===== src/rtl/ramp_fsk_synth.sv =====
module ramp_fsk_synth #(
  parameter int PHASE_W = 48,
  parameter int RATE_W  = 20,
  parameter int OUT_W   = 17,
  parameter int RST_MIN = 10
) (
  input  logic               clk,
  input  logic               rst,
  input  logic               wr_en,
  input  logic [2:0]         wr_sel,
  input  logic [PHASE_W-1:0] wr_data,
  input  logic               upd,
  input  logic               fsk_sel,
  output logic [OUT_W-1:0]   phase_o
);
  localparam int RC_W = $clog2(RST_MIN + 1);
  localparam logic [1:0] M_FSK   = 2'd1;
  localparam logic [1:0] M_CHIRP = 2'd2;

  logic [RC_W-1:0]    rst_cnt;
  logic               hold;

  logic [PHASE_W-1:0] b_f1, b_f2, b_del;
  logic [RATE_W-1:0]  b_rate;
  logic [1:0]         b_mode;
  logic [PHASE_W-1:0] a_f1, a_f2, a_del;
  logic [RATE_W-1:0]  a_rate;
  logic [1:0]         a_mode;

  logic [PHASE_W-1:0] facc, pacc, base, ftw;
  logic [RATE_W-1:0]  rcnt, rate_nx;
  logic               fsk_q, ramp, restart;

  assign hold = rst && (rst_cnt == RC_W'(RST_MIN - 1));

  always_ff @(posedge clk) begin
    if (!rst)      rst_cnt <= '0;
    else if (!hold) rst_cnt <= rst_cnt + 1'b1;
  end

  always_ff @(posedge clk) begin
    if (hold) begin
      b_f1 <= '0; b_f2 <= '0; b_del <= '0; b_rate <= '0; b_mode <= '0;
      a_f1 <= '0; a_f2 <= '0; a_del <= '0; a_rate <= '0; a_mode <= '0;
    end else begin
      if (wr_en) begin
        case (wr_sel)
          3'd0: b_f1   <= wr_data;
          3'd1: b_f2   <= wr_data;
          3'd2: b_del  <= wr_data;
          3'd3: b_rate <= wr_data[RATE_W-1:0];
          3'd4: b_mode <= wr_data[1:0];
          default: ;
        endcase
      end
      if (upd) begin
        a_f1 <= b_f1; a_f2 <= b_f2; a_del <= b_del;
        a_rate <= b_rate; a_mode <= b_mode;
      end
    end
  end

  assign ramp    = (a_mode == M_FSK) || (a_mode == M_CHIRP);
  assign restart = (upd && (b_mode != a_mode)) ||
                   ((a_mode == M_FSK) && (fsk_sel != fsk_q));
  assign rate_nx = upd ? b_rate : a_rate;
  assign base    = ((a_mode == M_FSK) && fsk_q) ? a_f2 : a_f1;
  assign ftw     = base + facc;
  assign phase_o = pacc[PHASE_W-1 -: OUT_W];

  always_ff @(posedge clk) begin
    if (hold) begin
      facc  <= '0;
      rcnt  <= '0;
      fsk_q <= 1'b0;
      pacc  <= '0;
    end else begin
      fsk_q <= fsk_sel;
      pacc  <= pacc + ftw;
      if (restart || !ramp) begin
        facc <= '0;
        rcnt <= rate_nx;
      end else if (rcnt == '0) begin
        facc <= facc + a_del;
        rcnt <= a_rate;
      end else begin
        rcnt <= rcnt - 1'b1;
      end
    end
  end
endmodule



===== config.mk =====
export PLATFORM = sky130hd
export DESIGN_NAME = ramp_fsk_synth
export DESIGN_NICKNAME = d
export VERILOG_FILES = /design/src/rtl/ramp_fsk_synth.sv
export SDC_FILE = /design/constraint.sdc
export NUM_CORES = 1
export LEC_CHECK = 0
export ABC_AREA = 1
export BUFFER_PORTS_ARGS = -buffer_cell sky130_fd_sc_hd__clkbuf_2
export CAP_MARGIN = 20
export CORE_MARGIN = 2
export CORE_UTILIZATION = 32
export DETAILED_ROUTE_END_ITERATION = 10
export HOLD_SLACK_MARGIN = 0.06
export MAX_ROUTING_LAYER = met4
export SYNTH_ARGS = -nofsm -noshare
export SYNTH_HDL_FRONTEND = slang
export SYNTH_SLANG_ARGS = --single-unit

===== constraint.sdc =====
create_clock -name clk -period 3.77 [get_ports clk]
set_input_delay 0.5655 -clock clk [delete_from_list [all_inputs] [get_ports clk]]
set_output_delay 0.5655 -clock clk [all_outputs]
set_load 0.03 [all_outputs]

==> metrics.md, run 1 <==
| Metric | Value |
|---|---|
| GRT Total Usage | `0.201` |
| Post-synthesis register bit count | `453` |
| Unique masters post-synth | `45` |
| Starting density of the core | `0.323` |
| Root buffer cell | `clkbuf_16` |
| Drt wl/cell | `16.8 microns` |
| Synthesized area | `24900 sq um` |
| Routed wl met3 | `3710 microns` |
| Worst skew pair latency | `610 ps` |
| Pwr Total | `19.0 mW` |
| Largest net degree at the start of global routing | `163` |
| Post-layout nets | `3915` |
| Routability cong. | `0.963` |
| Cell count after synthesis | `3693` |
| Clock Power Share | `0.256` |
| Wire length on met1 | `38300 microns` |
| Top cells by count, synth | `1116 x nand2_1, 465 x nor2_1, 453 x dfxtp_1` |
| Seq/Total Area, Yosys | `0.364` |
| Sw Share | `0.398` |
| RSZ-0062 raised after global routing | `false` |
| Hold buffer count at CTS | `0` |
| Diodes inserted | `0` |
| Lkg Pwr | `13.8 nW` |
| Iter 0 DRT Violations | `1747` |
| Setup Viol. Count Final | `0` |
| Number of antenna violations at the first check in global routing | `2` |
| Slew Limit Fails | `0` |
| Layout Cells excl Fill | `4786` |
| H-Tree Depth | `2` |
| Pint | `11.5 mW` |
| Mean area per synthesized cell | `6.75 sq um` |
| Share of the synthesized area in the top cell type | `0.364` |
| Area leader, netlist | `dfxtp_1` |
| Placement Rows | `102` |
| Clk sink count | `453` |
| Overall die area | `80100 sq um` |
| Clock Skew | `40.3 ps` |
| Worst Setup End Kind | `register` |
| Crit path required time | `4270 ps` |
| HPWL after detailed placement | `59100 microns` |
| CTS buffer count | `48` |
| Worst EP arrival | `4120 ps` |
| DRT Pass-1 Iters | `6` |
| Setup CP Type | `register to register` |
| Die width | `283 microns` |
| Die height | `283 microns` |
| Power density over the cells | `676 nW/um^2` |
| Logic pwr share | `0.387` |
| Post-synthesis async set-or-reset flop share | `0` |
| Highest routed layer | `met4` |
| Status | `finished clean` |
| Slew HR | `0.407` |
| Number of global-route vias before repair | `21700` |
| Net count of the mapped netlist | `3896` |
| Gr ovfl total | `0` |
| Fmax | `277 MHz` |
| Share of post-route cells with drive strength above 1 | `0.0820` |
| Worst-Margin Slew | `890 ps` |
| MaxCap Viol Count | `0` |
| Ratio of final minimum period to clock period | `0.959` |
| Placed cell count | `4696` |
| Clock Path Buffers | `3` |
| Met2 wire len | `36700 microns` |
| WHS | `216 ps` |
| Post-DRT Antenna Nets | `0` |
| Reg power frac | `0.358` |
| EDFF count, synth | `0` |
| Switching power | `7.58 mW` |
| First-pass GRT wire length | `124000 microns` |
| Top post-synthesis cells by area | `dfxtp_1 36%, nand2_1 17%, nor2_1 7.0%` |
| Count leader, synth | `nand2_1` |
| Routed Wire Length | `80600 microns` |
| CP max FO | `8` |
| CORE AREA | `77200 sq um` |
| IO Count | `73` |
| Min Tclk post-route | `3620 ps` |
| Hold Violations, Final | `0` |
| Critical Path Source Type | `register` |
| Via/cell ratio | `4.79` |
| CTS tree | `yes` |
| Vias | `22900` |
| IO buf count | `72` |
| Most common flop cell mapped by yosys | `dfxtp_1` |
| Worst VDD drop | `0.307 mV` |
| Area delta synth->final | `13.1%` |
| Clock transition at path regs | `60 ps` |
| Hold WC Path Type | `input pin to register` |
| Setup TNS | `0 ps` |
| Synth Warn # | `0` |
| Drt drc | `0` |
==> final timing paths <==
check             from  endpoint  slack, ps  depth (start not counted)
min            fsk_sel     fsk_q        220                          3
max reg2reg  a_mode[1]  pacc[37]        150                         18
max          a_mode[1]  pacc[37]        150                         18
min reg2reg   b_f1[22]  a_f1[22]        450                          2
==> area by class of cell <==
type | count | area (sq um)
repair buffers | 123 | 846
clock buffers | 70 | 1430
multi-input cells | 2653 | 13700
fillers | 8419 | 49000
clock inverters | 14 | 170
inverters | 433 | 1630
well taps | 1040 | 1300
flip-flops and latches | 453 | 9070
==> registers in the layout, summed over array words and instances, names as in the netlist <==
register / flops
rcnt: 20
b_rate: 20
pacc: 48
b_del: 48
b_mode: 2
rst_cnt: 4
a_rate: 20
a_mode: 2
a_f2: 48
a_del: 48
a_f1: 48
b_f2: 48
facc: 48
b_f1: 48
fsk_q: 1
==> cells in the final DEF, fill, tap and decap left out, types with 4 or more instances in the layout <==
| cell | synthesis | final |
|---|---|---|
| nand2_2 | 0 | 7 |
| a21oi_2 | 0 | 5 |
| o211ai_1 | 20 | 20 |
| nor3_4 | 1 | 4 |
| fa_1 | 49 | 48 |
| a21oi_1 | 347 | 341 |
| o21a_1 | 31 | 31 |
| inv_1 | 424 | 420 |
| buf_4 | 20 | 42 |
| ha_4 | 0 | 4 |
| a211oi_1 | 20 | 20 |
| dfxtp_1 | 453 | 452 |
| nor3_2 | 3 | 6 |
| o21ai_1 | 17 | 26 |
| nor3_1 | 21 | 15 |
| nand4_1 | 23 | 23 |
| o21bai_1 | 8 | 8 |
| xor2_1 | 20 | 20 |
| nor4_1 | 5 | 5 |
| a21o_1 | 5 | 5 |
| buf_12 | 0 | 4 |
| or2_2 | 4 | 4 |
| xnor2_1 | 14 | 14 |
| clkbuf_16 | 0 | 51 |
| nand3_1 | 124 | 122 |
| mux2_2 | 46 | 46 |
| clkbuf_1 | 95 | 9 |
| clkbuf_8 | 0 | 12 |
| ha_2 | 0 | 4 |
| clkinv_2 | 0 | 7 |
| nor2_2 | 1 | 7 |
| ha_1 | 98 | 90 |
| nor2_1 | 465 | 458 |
| clkbuf_2 | 1 | 71 |
| o21ai_0 | 194 | 185 |
| nand2_1 | 1116 | 1108 |
| and2_1 | 5 | 4 |
| inv_2 | 9 | 8 |
| buf_6 | 3 | 4 |
==> critical path, cell delays in order, from the launching register on <==
cell and delay, ps:
dfxtp_2 330, inv_1 50, ha_1 220, nand2_4 230, clkbuf_16 240, mux2_2 370
fa_1 510, ha_4 300, buf_4 110, nand2_1 90, nor2_1 190, inv_1 100
nor2_4 180, and3_1 180, nand3_2 100, nand3_1 130, nand2_1 60, nand2_1 60
nor2_1 50
==> power groups by stage <==
stage	Combinational [mW]	Sequential (mW)	Clock, mW
after floorplan	5.16	6.52	0
after detailed placement	6.97	6.89	0
after CTS	7.02	6.81	4.96
after global placement	6.94	6.92	0
after global routing	8.31	6.93	5.12
final	7.36	6.81	4.87
==> layer usage <==
metal  vias to the layer above  GRT usage
li1                      11700          -
met1                     10600      0.272
met2                       477      0.322
met3                       110     0.0196
met4                         0     0.0472
met5                         -          -
==> metrics by stage <==
step | worst slack [ps] | util | cell area, sq um
after floorplan | 345 | - | 24900
after global placement | 47.0 | 0.341 | 26300
after detailed placement | 34.9 | 0.341 | 26300
after CTS | 21.4 | 0.361 | 27900
after global routing | 8.28 | 0.365 | 28200
final | 154 | 0.365 | 28200
==> cells by family (layout without fill, tap and decap cells) <==
group / Yosys count / after routing / synth area share
flip-flops: 453 / 453 / 0.364
multiplexers: 47 / 47 / 0.0212
AO/OA/AOI/OAI: 648 / 648 / 0.139
buffers and inverters: 587 / 640 / 0.0933
adder cells (fa/ha/maj): 147 / 147 / 0.0886
AND/OR/NAND/NOR: 1777 / 1777 / 0.282
XOR/XNOR: 34 / 34 / 0.0120
==> what timing repair did <==
action | in CTS | in global routing
endpoints found under the setup margin | 0 | 31
setup buffers | 0 | 3
gates resized for setup | 0 | 57
No activity file was read; power rests on OpenSTA's default activity.
==> run 2: changes to the inputs <==
==> constraint.sdc (replaced) <==
create_clock -name clk -period 3.6 [get_ports clk]
set_input_delay 0.54 -clock clk [delete_from_list [all_inputs] [get_ports clk]]
set_output_delay 0.54 -clock clk [all_outputs]
set_load 0.03 [all_outputs]
==> metrics.md, run 2 (synthesized netlist as in run 1, its figures left out) <==
| Metric | Value |
|---|---|
| Status | `finished clean` |
| GRT Total Usage | `0.209 (+0.00845)` |
| Hold WC Path Type | `input pin to register` |
| Vias | `23400 (+1.9%)` |
| Worst skew pair latency | `610 ps (about the same)` |
| Starting density of the core | `0.323 (unchanged)` |
| Clock Power Share | `0.239 (-0.017)` |
| Area delta synth->final | `17.2%` |
| Clk sink count | `453 (unchanged)` |
| Power density over the cells | `733 nW/um^2 (+8.5%)` |
| RR Endpoint | `pacc[43]` |
| Pint | `13.0 mW (+13%)` |
| Commonest non-fill, non-tap cell in the layout | `nand2_1` |
| # fillers | `8337 (-0.97%)` |
| Logic pwr share | `0.428 (+0.041)` |
| Worst R2R Path Depth | `20 (+2)` |
| Drt wl/cell | `17.3 microns (+2.8%)` |
| Routability cong. | `0.975 (+1.3%)` |
| Overall die area | `80100 sq um (unchanged)` |
| Reg2reg setup slack | `130 ps (-20 ps)` |
| Worst VDD drop | `0.424 mV (+38%)` |
| Clock transition at path regs | `70 ps (about the same)` |
| Slew HR | `0.269 (-0.137)` |
| Post-layout nets | `3990 (+1.9%)` |
| Clock Skew | `26.7 ps (-13.5 ps)` |
| Die width | `283 microns (unchanged)` |
| FF+latch area | `9070 sq um (about the same)` |
| CTS tree | `yes` |
| IO buf count | `72 (unchanged)` |
| Critical Path Source Type | `register` |
| Crit path required time | `4110 ps (-160 ps)` |
| Gr ovfl total | `0 (unchanged)` |
| CP endpoint | `pacc[43]` |
| Root buffer cell | `clkbuf_16` |
| IO Count | `73 (unchanged)` |
| Reg power frac | `0.333 (-0.025)` |
| Switching power | `8.45 mW (+12%)` |
| First-pass GRT wire length | `128000 microns (+3.3%)` |
| Diodes inserted | `0 (unchanged)` |
| Min Tclk post-route | `3470 ps (-149 ps)` |
| Setup CP Type | `register to register` |
| Post-DRT Antenna Nets | `0 (unchanged)` |
| Number of global-route vias before repair | `22200 (+2.7%)` |
| Slew Limit Fails | `0 (unchanged)` |
| Worst reg2reg path startpoint | `a_mode[1]` |
| Setup Viol. Count Final | `0 (unchanged)` |
| Placement Rows | `102 (unchanged)` |
| Largest net degree at the start of global routing | `190 (+17%)` |
| Clock Path Buffers | `3 (unchanged)` |
| Iter 0 DRT Violations | `1711 (-2.1%)` |
| HPWL after detailed placement | `61200 microns (+3.5%)` |
| Share of post-route cells with drive strength above 1 | `0.116 (+0.0342)` |
| Multi-input gate area in the final layout | `14100 sq um (+2.8%)` |
| Worst Setup End Kind | `register` |
| Final worst setup slack | `134 ps (-20.8 ps)` |
| DRT Pass-1 Iters | `8 (+2)` |
| RSZ-0062 raised after global routing | `true` |
| CP max FO | `5 (-3)` |
| Most frequent cells in the layout | `1099 x nand2_1, 453 x dfxtp_1, 448 x nor2_1, 420 x inv_1, 335 x a21oi_1` |
| Die height | `283 microns (unchanged)` |
| CTS buffer count | `47 (-2.1%)` |
| Hold buffer count at CTS | `0 (unchanged)` |
| Fmax | `288 MHz (+4.3%)` |
| Worst-Margin Slew | `1100 ps (+206 ps)` |
| CORE AREA | `77200 sq um (unchanged)` |
| Hold path start | `fsk_sel` |
| Drt drc | `0 (unchanged)` |
| WHS | `178 ps (-37.8 ps)` |
| Lkg Pwr | `14.2 nW (+3.0%)` |
| Number of antenna violations at the first check in global routing | `1 (-1)` |
| Worst EP arrival | `3980 ps (-140 ps)` |
| Hold Violations, Final | `0 (unchanged)` |
| Crit path from | `a_mode[1]` |
| MaxCap Viol Count | `0 (unchanged)` |
| H-Tree Depth | `2 (unchanged)` |
| Sw Share | `0.395 (-0.00304)` |
| Ratio of final minimum period to clock period | `0.963 (+0.00383)` |
| Routed Wire Length | `84200 microns (+4.5%)` |
| Pre-CTS setup slack | `-130 ps (-165 ps)` |
| Via/cell ratio | `4.81 (+0.28%)` |
run 2: cell type report:
| cell class | instances | area share |
|---|---|---|
| repair buffers | 199 | 0.0507 |
| well taps | 1040 | 0.0446 |
| clock buffers | 65 | 0.0482 |
| multi-input cells | 2653 | 0.483 |
| clock inverters | 20 | 0.00669 |
| inverters | 433 | 0.0559 |
| flip-flops and latches | 453 | 0.311 |
run 2: per-stage QoR:
step	total power, mW	std cells	instance area, sq um	TNS (ps)	util
global placement	15.3	4768	26800	-653	0.348
global route	22.8	4863	29200	-80.5	0.378
CTS	20.5	4854	28500	-21.3	0.369
finish	21.4	4863	29200	0	0.378
detailed placement	15.3	4768	26800	-644	0.348
floorplan	12.2	3693	24900	0	-
run 2: worst min path at each step:
stage | endpoint | slack (ps) | cells past startpoint
2_1_floorplan | b_rate[1] | 430 | 2
3_3_place_gp | b_rate[15] | 440 | 2
3_5_place_dp | a_f1[1] | 450 | 2
4_1_cts | fsk_q | 170 | 3
5_1_grt | fsk_q | 190 | 3
6_report | fsk_q | 180 | 3
run 2: critical path: stages, from the launching register on:
cell and delay [ps]:
dfxtp_1 330, inv_1 60, ha_2 190, nand2_4 100, buf_12 160, clkbuf_16 180
buf_4 120, mux2_2 340, fa_1 430, ha_1 380, nand2_1 100, nor2_1 150
inv_1 90, nor2_2 170, nand2_1 110, nor2_1 90, nand2_1 100, nand3_1 130
nand2_1 60, nand2_1 50, nor2_1 50
run 2: timing repair:
action / 4_1_cts / 5_1_grt
pin swaps: 0 / 12
hold endpoints to repair: 0 / 0
setup endpoints to repair: 10 / 36
gates resized for setup: 10 / 111
setup buffers: 0 / 5
gates cloned: 1 / 4
run 2: layer usage:
layer,up-vias,track usage,share of wire
met5,-,-,0
met4,0,0.0676,0.034
met3,130,0.0287,0.055
met2,531,0.326,0.44
met1,10800,0.279,0.47
li1,11900,-,-
run 2: power groups by stage:
| stage | Combinational, mW | Clock (mW) | Sequential, mW |
|---|---|---|---|
| after CTS | 8.22 | 5.21 | 7.12 |
| after detailed placement | 8.11 | 0 | 7.21 |
| after global placement | 8.06 | 0 | 7.23 |
| after floorplan | 5.40 | 0 | 6.83 |
| after global routing | 10.2 | 5.37 | 7.25 |
| final | 9.17 | 5.11 | 7.13 |
==> run 3: changes to the inputs <==
--- a/config.mk
+++ b/config.mk
@@ -13,6 +13,7 @@
 export DETAILED_ROUTE_END_ITERATION = 10
 export HOLD_SLACK_MARGIN = 0.06
 export MAX_ROUTING_LAYER = met4
+export PLACE_DENSITY = 0.54
 export SYNTH_ARGS = -nofsm -noshare
 export SYNTH_HDL_FRONTEND = slang
 export SYNTH_SLANG_ARGS = --single-unit
==> metrics.md, run 3 (synthesized netlist as in run 1, its figures left out) <==
| Metric | Value |
|---|---|
| Ratio of final minimum period to clock period | `0.963 (about the same)` |
| Via/cell ratio | `4.75 (-1.1%)` |
| Logic pwr share | `0.422 (-0.006)` |
| WHS | `158 ps (-20.0 ps)` |
| Worst Setup End Kind | `register` |
| Min Tclk post-route | `3470 ps (+1.47 ps)` |
| Fmax | `288 MHz (about the same)` |
| Pint | `13.1 mW (+1.2%)` |
| RSZ-0062 raised after global routing | `true` |
| CTS buffer count | `50 (+6.4%)` |
| Gr ovfl total | `0 (unchanged)` |
| Hold WC Path Type | `input pin to register` |
| Worst skew pair latency | `610 ps (about the same)` |
| Starting density of the core | `0.323 (unchanged)` |
| GRT Total Usage | `0.213 (+0.00442)` |
| Hold path start | `fsk_sel` |
| Worst VDD drop | `0.397 mV (-6.5%)` |
| Iter 0 DRT Violations | `1406 (-18%)` |
| Share of post-route cells with drive strength above 1 | `0.116 (about the same)` |
| Worst Hold End | `fsk_q` |
| Worst Hold Depth | `3 (unchanged)` |
| RR Endpoint | `pacc[42]` |
| FF+latch area | `9070 sq um (about the same)` |
| Die height | `283 microns (unchanged)` |
| Grt met3 use | `0.0262 (-0.00242)` |
| Diodes inserted | `0 (unchanged)` |
| IO buf count | `72 (unchanged)` |
| Hold Violations, Final | `0 (unchanged)` |
| Hold buffer count at CTS | `0 (unchanged)` |
| MaxCap Viol Count | `0 (unchanged)` |
| Number of global-route vias before repair | `22400 (+0.72%)` |
| HPWL after detailed placement | `61700 microns (+0.82%)` |
| Largest net degree at the start of global routing | `190 (unchanged)` |
| Clock Skew | `19.0 ps (-7.75 ps)` |
| Area delta synth->final | `17.6%` |
| Number of antenna violations at the first check in global routing | `0 (-1)` |
| Vias | `23200 (-0.95%)` |
| Sw Share | `0.390 (-0.00518)` |
| Crit path required time | `4110 ps (about the same)` |
| Reg power frac | `0.330 (-0.003)` |
| Die width | `283 microns (unchanged)` |
| Multi-input gate area in the final layout | `14100 sq um (-0.16%)` |
| Setup TNS | `0 ps (unchanged)` |
| Critical Path Source Type | `register` |
| Clk sink count | `453 (unchanged)` |
| Final worst setup slack | `132 ps (-1.47 ps)` |
| Reg2reg setup slack | `130 ps (about the same)` |
| Drt drc | `0 (unchanged)` |
| Dpl cell area | `26900 sq um (+0.34%)` |
| GRT busiest layer | `met2` |
| Placement Rows | `102 (unchanged)` |
| Status | `finished clean` |
| Root buffer cell | `clkbuf_16` |
| Worst-Margin Slew | `1110 ps (+11.6 ps)` |
| Drt wl/cell | `17.3 microns (about the same)` |
| First-pass GRT wire length | `130000 microns (+1.8%)` |
| Clock Power Share | `0.249 (+0.010)` |
| # fillers | `8307 (-0.36%)` |
| Post-DRT Antenna Nets | `0 (unchanged)` |
| Worst R2R Path Depth | `20 (unchanged)` |
| CORE AREA | `77200 sq um (unchanged)` |
| M1 GR Usage | `0.288 (+0.00917)` |
| CTS tree | `yes` |
| Pre-CTS setup slack | `-49.7 ps (+80.3 ps)` |
| Commonest non-fill, non-tap cell in the layout | `nand2_1` |
| Setup Viol. Count Final | `0 (unchanged)` |
| IO Count | `73 (unchanged)` |
| H-Tree Depth | `2 (unchanged)` |
| GR Layer Usage met2 | `0.338 (+0.0122)` |
| DRT Pass-1 Iters | `5 (-3)` |
| Crit path from | `a_mode[1]` |
| Most frequent cells in the layout | `1103 x nand2_1, 452 x dfxtp_1, 446 x nor2_1, 419 x inv_1, 329 x a21oi_1` |
| Final instance area | `29300 sq um (+0.41%)` |
| Clock transition at path regs | `60 ps (about the same)` |
| Overall die area | `80100 sq um (unchanged)` |
| Lkg Pwr | `14.2 nW (+0.31%)` |
| Post-layout nets | `3993 (+0.075%)` |
| Power density over the cells | `733 nW/um^2 (about the same)` |
| Slew HR | `0.261 (-0.00776)` |
| Switching power | `8.37 mW (-0.96%)` |
| Setup CP Type | `register to register` |
| Worst EP arrival | `3980 ps (about the same)` |
| Clock Path Buffers | `3 (unchanged)` |
| Routability cong. | `0.968 (-0.69%)` |
| Routed Wire Length | `84300 microns (+0.11%)` |
| Slew Limit Fails | `0 (unchanged)` |
| CP max FO | `6 (+1)` |
| Worst reg2reg path startpoint | `a_mode[1]` |
-- run 3: cell types whose count changed in the layout (fill, tap and decap cells not counted), moves of 4 or more --
| cell | delta |
|---|---|
| a21oi_1 | -6 |
| nand2_1 | +4 |
| clkbuf_1 | +7 |
| nor3_2 | +4 |
| nand2_2 | -4 |
| a21oi_2 | +6 |
| buf_12 | +6 |
| buf_4 | -5 |
-- run 3: power groups by stage --
stage | logic, mW | clock network (mW) | registers (mW)
final | 9.05 | 5.34 | 7.08
after global routing | 10.2 | 5.65 | 7.23
after CTS | 8.29 | 5.46 | 7.09
after detailed placement | 8.16 | 0 | 7.18
after global placement | 8.14 | 0 | 7.20
after floorplan | 5.40 | 0 | 6.83
-- run 3: stage by stage --
step	utilization	std cells	total power, mW
finish	0.380	4869	21.5
CTS	0.372	4863	20.8
floorplan	-	3693	12.2
global route	0.380	4869	23.0
detailed placement	0.349	4770	15.3
global placement	0.349	4770	15.3
-- run 3: critical path, cell delays in order, from the launching register on --
cell     delay [ps]
dfxtp_2         320
inv_1            70
ha_4            180
nand2_8         130
buf_12          180
buf_12          140
mux2_2          340
fa_1            490
ha_4            310
nand2_1         100
buf_4           150
inv_1            40
nand2_1         140
nor2_2          210
nand2_1          70
inv_1            70
nand3_1         120
nand3_2         130
nand2_1          60
nand2_1          50
nor2_1           50
-- run 3: layer usage --
metal / vias up / routed length [microns]
met5: - / 0
met4: 0 / 2060
met3: 107 / 3670
met2: 400 / 37900
met1: 10800 / 40600
li1: 11900 / -
-- run 3: how the worst max path moves through the flow --
stage | cells past startpoint | endpoint | slack (ps)
after floorplan | 18 | pacc[37] | 180
after global placement | 17 | pacc[32] | -30
after detailed placement | 20 | pacc[44] | -50
after CTS | 20 | pacc[44] | 8
after global routing | 19 | pacc[34] | -40
final | 20 | pacc[42] | 130
-- run 3: cell type report --
cell class,count,share of cell area
multi-input combinational,2653,0.481
tap,1040,0.0444
timing repair buffer,199,0.0523
sequential,453,0.309
inverter,433,0.0556
clock inverter,21,0.00926
clock buffer,70,0.0483
-- run 3: timing repair --
item | CTS | global route
buffers inserted | 1 | 3
pin swaps | 0 | 11
endpoints found under the setup margin | 6 | 38
endpoints found under the hold margin | 0 | 0
resized for setup | 5 | 115
cloned | 1 | 2
